$ cat config.mk
export PLATFORM = sky130hd
export DESIGN_NAME = bpv_tally
export DESIGN_NICKNAME = d
export VERILOG_FILES = /design/src/rtl/bpv_pkg.sv /design/src/rtl/bpv_qualify.sv /design/src/rtl/bpv_sat_counter.sv /design/src/rtl/bpv_irq_gen.sv /design/src/rtl/bpv_tally.sv
export SDC_FILE = /design/constraint.sdc
export NUM_CORES = 1
export LEC_CHECK = 0
export CORE_MARGIN = 2
export CORE_UTILIZATION = 40
export CTS_BUF_LIST = sky130_fd_sc_hd__clkbuf_16
export CTS_CLUSTER_DIAMETER = 120
export DETAILED_ROUTE_END_ITERATION = 16
export GPL_TIMING_DRIVEN = 1
export PLACE_DENSITY = 0.84
export SETUP_SLACK_MARGIN = 0.02
export SYNTH_ARGS = -nofsm -noshare
export SYNTH_HDL_FRONTEND = slang
export SYNTH_SLANG_ARGS = --single-unit
$ cat constraint.sdc
create_clock -name clk -period 1.9 [get_ports clk]
set_clock_uncertainty 0.05 [all_clocks]
set_input_delay 0.19 -clock clk [delete_from_list [all_inputs] [get_ports clk]]
set_output_delay 0.19 -clock clk [all_outputs]
set_load 0.01 [all_outputs]
$ cat src/rtl/bpv_pkg.sv
package bpv_pkg;
  // A violation counts unless substitution mode is on and it lies in a substitution word.
  function automatic logic evt_counts(input logic stb, input logic in_word, input logic mode_on);
    return stb & ~(mode_on & in_word);
  endfunction
endpackage

$ cat src/rtl/bpv_qualify.sv
module bpv_qualify
  import bpv_pkg::*;
(
  input  logic clk,
  input  logic rst_n,
  input  logic viol_stb,
  input  logic viol_in_subst,
  input  logic subst_mode_en,
  input  logic host_wr,
  output logic evt_ok
);
  // A host write in the same cycle discards the violation.
  assign evt_ok = evt_counts(viol_stb, viol_in_subst, subst_mode_en) & ~host_wr;

  AST_SUBST_SKIPPED: assert property (@(posedge clk) disable iff (!rst_n)
    (subst_mode_en && viol_in_subst) |-> !evt_ok);
  AST_WRITE_WINS: assert property (@(posedge clk) disable iff (!rst_n)
    host_wr |-> !evt_ok);
endmodule

$ cat src/rtl/bpv_sat_counter.sv
module bpv_sat_counter #(
  parameter int CNT_W = 8
) (
  input  logic             clk,
  input  logic             rst_n,
  input  logic             evt_ok,
  input  logic             host_wr,
  input  logic [CNT_W-1:0] host_wdata,
  output logic [CNT_W-1:0] count,
  output logic             at_top
);
  localparam logic [CNT_W-1:0] TOP = {CNT_W{1'b1}};

  function automatic logic [CNT_W-1:0] sat_inc(input logic [CNT_W-1:0] v);
    return (v == TOP) ? v : v + CNT_W'(1);
  endfunction

  assign at_top = (count == TOP);

  always_ff @(posedge clk) begin
    if (!rst_n)       count <= '0;
    else if (host_wr) count <= host_wdata;
    else if (evt_ok)  count <= sat_inc(count);
  end

  AST_INCREMENT: assert property (@(posedge clk) disable iff (!rst_n)
    (evt_ok && !host_wr && !at_top) |=> count == $past(count) + CNT_W'(1));
  AST_NO_WRAP: assert property (@(posedge clk) disable iff (!rst_n)
    (at_top && !host_wr) |=> at_top);
  AST_PRESET_LOAD: assert property (@(posedge clk) disable iff (!rst_n)
    host_wr |=> count == $past(host_wdata));
  AST_HOLD_IDLE: assert property (@(posedge clk) disable iff (!rst_n)
    (!evt_ok && !host_wr) |=> $stable(count));
endmodule

$ cat src/rtl/bpv_irq_gen.sv
module bpv_irq_gen (
  input  logic clk,
  input  logic rst_n,
  input  logic evt_ok,
  input  logic at_top,
  input  logic irq_en,
  output logic irq
);
  logic sat_evt;
  assign sat_evt = evt_ok & at_top;

  always_ff @(posedge clk) begin
    if (!rst_n) irq <= 1'b0;
    else        irq <= sat_evt & irq_en;
  end

  AST_IRQ_ON_SAT: assert property (@(posedge clk) disable iff (!rst_n)
    (sat_evt && irq_en) |=> irq);
  AST_IRQ_ONLY_SAT: assert property (@(posedge clk) disable iff (!rst_n)
    !(sat_evt && irq_en) |=> !irq);
endmodule

$ cat src/rtl/bpv_tally.sv
module bpv_tally #(
  parameter int CNT_W = 8
) (
  input  logic             clk,
  input  logic             rst_n,
  input  logic             viol_stb,
  input  logic             viol_in_subst,
  input  logic             subst_mode_en,
  input  logic             irq_en,
  input  logic             host_wr,
  input  logic [CNT_W-1:0] host_wdata,
  output logic [CNT_W-1:0] count_rd,
  output logic             irq
);
  logic evt_ok;
  logic at_top;

  bpv_qualify u_qual (
    .clk(clk), .rst_n(rst_n), .viol_stb(viol_stb), .viol_in_subst(viol_in_subst),
    .subst_mode_en(subst_mode_en), .host_wr(host_wr), .evt_ok(evt_ok)
  );

  bpv_sat_counter #(.CNT_W(CNT_W)) u_cnt (
    .clk(clk), .rst_n(rst_n), .evt_ok(evt_ok), .host_wr(host_wr),
    .host_wdata(host_wdata), .count(count_rd), .at_top(at_top)
  );

  bpv_irq_gen u_irq (
    .clk(clk), .rst_n(rst_n), .evt_ok(evt_ok), .at_top(at_top),
    .irq_en(irq_en), .irq(irq)
  );

  AST_RESET_STATE: assert property (@(posedge clk)
    !rst_n |=> (count_rd == '0 && !irq));
endmodule

==> impl_metrics.yaml, run 1 <==
yosys:
  ys_ff_latch: 9
  synth-xor-area-share: 0
  synth_edf_count: 0
  synthMuxAreaShare: 0.0370
  yosysSeqAreaShare: 0.314
  synth_top_family_by_area: "compound AO/OA/AOI/OAI gates"
  syn-cell-area_um2: 574
  synth-compound-area-share: 0.322
  synth_fa_ha_area_frac: 0.0218
  yosys.area_share.simple: 0.224
  yosysWarnings: 0
  ys_types: 30
  postSynth.asyncResetShare: 0
  syn_nets: 83
  netlist_instances: 67
  synth.largest_area_cell: "dfxtp_1"
  synth_top_cells_by_count: "nor2_1 (10), dfxtp_1 (9), nand2_1 (5)"
  ys.flop_type: "dfxtp_1"
  synth_most_common_cell: "nor2_1"
  synth_top_cell_area_share: 0.314
  synth_area_per_cell_um2: 8.57
  synth_area_leaders: "dfxtp_1 (31%), nor2_1 (6.5%), o211ai_1 (5.2%)"
placed_design:
  port_buffers: 23
  gp_congestion: 0.795
  post-place-ws_ns: 0.122
  place_hpwl_mm: 1.13
clock_tree:
  cts.clk_slew.worst_paths_ns: 0.04
  cts.sink_count: 9
  numCtsBuffers: 3
  clk_path_buf_depth: 2
  post-cts-setup-buffers: 0
  cts_tree: "done"
  htree_num_levels: 1
  cts_resized: 0
  clockRootBuffer: "clkbuf_16"
  postCtsHoldBufs: 0
  clk_latency_ns: 0.24
floorplan:
  io_pins: 24
  rows: 13
  dieArea_um2: 1750
  core_area_um2: 1320
  die_h_um: 41.9
  die_x_um: 41.9
  initial_core_util: 0.436
global_routing:
  track_usage: 0.207
  overflow: 0
  grt_antenna_before_repair: 0
  grt_max_degree: 22
  grt_pass1_wl_mm: 2.73
  grt_pass1_vias: 596
sta:
  rsz0062_at_grt: "false"
  fin_hold_ws_ns: 0.473
  maxSlewHeadroom: 0.786
  hold_viol: 0
  setup_slack_ns: 0.214
  slew_viol_final: 0
  fin_crit_sh: 0.888
  timing.setup.tns_ns: 0
  tightest_slew_ns: 0.320
  fmax_ghz: 0.593
  timing.final.crit_period_ns: 1.69
  setup_viol: 0
critical_path:
  crit_fanout: 10
  reg2reg_slack_ns: 0.21
  reg2reg_from: "u_cnt.count[0]$_SDFFE_PN0P_"
  arrival_ns: 1.80
  worstPathRequired_ns: 2.01
  rr_worst_depth: 6
  crit_type: "reg -> reg"
  crit_path_end_kind: "register"
  cp-start-kind: "register"
  r2r-end: "u_cnt.count[5]$_SDFFE_PN0P_"
hold_path:
  hold_end: "u_irq.irq$_SDFF_PN0_"
  hp-class: "in -> reg"
  holdPathStages: 3
  hp-start: "irq_en"
detailed_routing:
  via_count: 636
  first_iter_violations: 24
  vias_per_cell: 5.83
  drc: 0
  wirelength_mm: 1.64
  avgRoutedWirePerCell_um: 15.0
  ant_nets: 0
  dr.pass1.iters: 4
power:
  power_leakage_nw: 0.348
  power_density_nw_per_um2: 795
  ir_worst_vdd_uv: 604
  power_mw: 0.713
finish:
  drive_gt1_frac: 0.160
  syn2layout_area_growth_pct: 56.2
  multi_input_area_um2: 348
  fillers: 106
  num_antenna_cells: 0
  regArea_um2: 180
  fin_nets: 111
outcome:
  outcome: "finished, final reports clean"
job:
  max-cap-violations: 0
==> cells by family after synthesis <==
group,after synthesis
AO/OA/AOI/OAI,24
multiplexers,2
flip-flops,9
adder cells (fa/ha/maj),1
buffers and inverters,6
AND/OR/NAND/NOR,25
==> per-layer routing <==
| layer | wire [um] | share of wire | up-vias | track usage |
|---|---|---|---|---|
| li1 | - | - | 309 | - |
| met1 | 677 | 0.41 | 293 | 0.241 |
| met2 | 774 | 0.47 | 30 | 0.319 |
| met3 | 149 | 0.091 | 4 | 0.0913 |
| met4 | 39 | 0.024 | 0 | 0.103 |
| met5 | 0 | 0 | - | 0 |
==> power by group <==
| group | total (mW) | switching [mW] | internal, mW |
|---|---|---|---|
| clock | 0.371 | 0.0957 | 0.275 |
| sequential | 0.215 | 0.0133 | 0.201 |
| combinational | 0.128 | 0.0532 | 0.0743 |
==> cell type report <==
class / count / area share
clock inverters: 1 / 0.00418
inverters: 1 / 0.00418
repair buffers: 28 / 0.298
multi-input cells: 52 / 0.388
well taps: 15 / 0.0209
flip-flops and latches: 9 / 0.201
clock buffers: 3 / 0.0837
==> critical path: stages, from the launching register on <==
cell      delay (ns)
dfxtp_1         0.38
ha_1            0.23
nand2b_1        0.13
o32ai_4         0.35
buf_4           0.23
o21ai_0         0.10
a21oi_1         0.15
==> flip-flops by register name (all words and copies together) (netlist names) <==
signal and cells:
u_cnt.count 8, u_irq.irq 1
==> stage by stage <==
| step | util | std cells | cell area [um2] |
|---|---|---|---|
| floorplan | - | 67 | 574 |
| global placement | 0.621 | 105 | 818 |
| detailed placement | 0.621 | 105 | 818 |
| CTS | 0.681 | 109 | 897 |
| global route | 0.681 | 109 | 897 |
| finish | 0.681 | 109 | 897 |
==> placed cells by master (no fill, tap or decap), types with 3 or more instances in the layout <==
| cell | instances |
|---|---|
| nand2_1 | 5 |
| dfxtp_1 | 9 |
| nor2_1 | 10 |
| buf_4 | 5 |
| clkdlybuf4s50_1 | 23 |
| clkbuf_16 | 3 |
| a31oi_1 | 3 |
| o211ai_1 | 4 |
| a21oi_1 | 4 |
| o31ai_1 | 4 |
==> worst max path at each step <==
stage | start | end | slack (ns) | depth (start not counted)
final | u_cnt.count[0]$_SDFFE_PN0P_ | u_cnt.count[5]$_SDFFE_PN0P_ | 0.21 | 6
after global routing | u_cnt.count[0]$_SDFFE_PN0P_ | u_cnt.count[6]$_SDFFE_PN0P_ | 0.10 | 6
after CTS | u_cnt.count[0]$_SDFFE_PN0P_ | u_cnt.count[5]$_SDFFE_PN0P_ | 0.23 | 6
after detailed placement | viol_stb | u_cnt.count[7]$_SDFFE_PN0P_ | 0.12 | 6
after global placement | viol_stb | u_cnt.count[4]$_SDFFE_PN0P_ | 0.18 | 6
after floorplan | u_cnt.count[0]$_SDFFE_PN0P_ | u_cnt.count[1]$_SDFFE_PN0P_ | 0.31 | 6
Power figures use the tool's default switching activity.
==> run 2: changes to the inputs <==
--- a/config.mk
+++ b/config.mk
@@ -10,7 +10,7 @@
 export CTS_BUF_LIST = sky130_fd_sc_hd__clkbuf_16
 export CTS_CLUSTER_DIAMETER = 120
 export DETAILED_ROUTE_END_ITERATION = 16
-export GPL_TIMING_DRIVEN = 1
+export GPL_TIMING_DRIVEN = 0
 export PLACE_DENSITY = 0.84
 export SETUP_SLACK_MARGIN = 0.02
 export SYNTH_ARGS = -nofsm -noshare
==> run 2 against run 1 <==
  * Hold slack gained 0.0011 ns
  * Critical path depth is the same
  * Non-clock buffer count is the same
  * Final cell count is the same
  * Sequential cell count is the same
  * Die area is the same
  * Setup slack lost 0.017 ns
  * Via count is the same
  * Register-to-register slack lost 0.02 ns
  * Global-route usage shrank 1.1 points
  * Critical endpoint is now u_cnt.count[1]$_SDFFE_PN0P_
  * Clock-buffer cell count is the same
  * Total power shrank 0.28%
==> impl_metrics.yaml, run 2 (same netlist as run 1, synthesis figures left out) <==
detailed_routing:
  dr.pass1.iters: 4
  vias_per_cell: 5.83
  wirelength_mm: 1.58
  avgRoutedWirePerCell_um: 14.5
  first_iter_violations: 18
  drc: 0
  ant_nets: 0
  via_count: 636
floorplan:
  io_pins: 24
  die_h_um: 41.9
  core_area_um2: 1320
  initial_core_util: 0.436
  rows: 13
  die_x_um: 41.9
  dieArea_um2: 1750
placed_design:
  port_buffers: 23
  gp_congestion: 0.796
  place_hpwl_mm: 1.12
  numPlacedInstances: 105
  dpl_cell_area_um2: 823
critical_path:
  crit_type: "reg -> reg"
  crit_path_end_kind: "register"
  cp-start-kind: "register"
  worstPathRequired_ns: 1.97
  arrival_ns: 1.77
  crit_fanout: 10
finish:
  num_antenna_cells: 0
  post-route-cell-area_um2: 902
  fillers: 96
  instances_no_fill: 109
  layout_commonest_cell: "clkdlybuf4s50_1"
  final_cell_mix: "clkdlybuf4s50_1 (23), nor2_1 (10), dfxtp_1 (9)"
  largestRegisters: "u_cnt.count (8), u_irq.irq (1)"
  fin_nets: 111
  largest_register_ffs: 8
  drive_gt1_frac: 0.138
  syn2layout_area_growth_pct: 57.1
  top_register: "u_cnt.count"
power:
  ir_worst_vdd_uv: 643
  power_frac_seq: 0.305
  power_frac_comb: 0.175
  power_leakage_nw: 0.353
  switching_share: 0.227
  power_mw: 0.711
  clkPwrFrac: 0.521
  power_density_nw_per_um2: 789
  internal_power_mw: 0.550
  p_switching_mw: 0.161
sta:
  rsz0062_at_grt: "false"
  tightest_slew_ns: 0.359
  timing.final.crit_period_ns: 1.70
  hold_viol: 0
  fmax_ghz: 0.587
  setup_viol: 0
  fin_crit_sh: 0.897
  timing.setup.tns_ns: 0
  maxSlewHeadroom: 0.760
  slew_viol_final: 0
clock_tree:
  numCtsBuffers: 3
  cts.sink_count: 9
  cts.clk_slew.worst_paths_ns: 0.04
  clk_latency_ns: 0.24
  postCtsHoldBufs: 0
  post-cts-setup-buffers: 0
  htree_num_levels: 1
  clk_path_buf_depth: 2
  cts_tree: "done"
  clockRootBuffer: "clkbuf_16"
  cts_resized: 0
job:
  max-cap-violations: 0
global_routing:
  overflow: 0
  grt_max_degree: 11
  grt_pass1_wl_mm: 2.61
  grt_pass1_vias: 595
  grt_antenna_before_repair: 0
  track_usage: 0.195
outcome:
  outcome: "finished, final reports clean"
hold_path:
  hp-class: "reg -> reg"
==> run 2: per-layer routing <==
layer	GRT usage	routed length (um)	up-vias	part of all wire
met1	0.239	712	298	0.45
met4	0.155	58	0	0.037
met5	0	0	-	0
met2	0.272	704	23	0.45
li1	-	-	309	-
met3	0.0696	102	6	0.065
==> run 2: worst max-delay path, stage by stage (launching register included) <==
cell and delay (ns):
dfxtp_1 0.37, ha_1 0.21, nand2b_1 0.13, o32ai_4 0.37
buf_6 0.19, mux2i_1 0.19, nor2_1 0.06
==> run 2: final timing paths <==
| path | slack, ns | startpoint | endpoint | depth (start not counted) |
|---|---|---|---|---|
| max | 0.20 | u_cnt.count[0]$_SDFFE_PN0P_ | u_cnt.count[1]$_SDFFE_PN0P_ | 6 |
| min | 0.47 | u_cnt.count[0]$_SDFFE_PN0P_ | u_cnt.count[0]$_SDFFE_PN0P_ | 2 |
| max reg2reg | 0.20 | u_cnt.count[0]$_SDFFE_PN0P_ | u_cnt.count[1]$_SDFFE_PN0P_ | 6 |
| min reg2reg | 0.47 | u_cnt.count[0]$_SDFFE_PN0P_ | u_cnt.count[0]$_SDFFE_PN0P_ | 2 |
==> run 2: final cells by class <==
type / count / area, um2 / area share
well taps: 15 / 18.8 / 0.0208
plain buffers: 5 / 42.5 / 0.0472
repair buffers: 23 / 230 / 0.255
flip-flops and latches: 9 / 180 / 0.200
clock buffers: 3 / 75.1 / 0.0832
clock inverters: 1 / 3.75 / 0.00416
inverters: 1 / 3.75 / 0.00416
multi-input cells: 52 / 348 / 0.386
==> run 2: through the flow <==
step	hold slack (ns)	worst slack [ns]	utilization
floorplan	0.272	0.308	-
global placement	0.463	0.00150	0.625
detailed placement	0.466	-0.0433	0.625
CTS	0.468	0.176	0.685
global route	0.476	0.0521	0.685
finish	0.474	0.196	0.685
==> run 2: power by group through the flow <==
stage                     clock (mW)  sequential, mW  combinational, mW
after floorplan                    0           0.221             0.0550
after global placement             0           0.218              0.121
after detailed placement           0           0.219              0.123
after CTS                      0.373           0.216              0.124
after global routing           0.385           0.219              0.135
final                          0.370           0.217              0.124
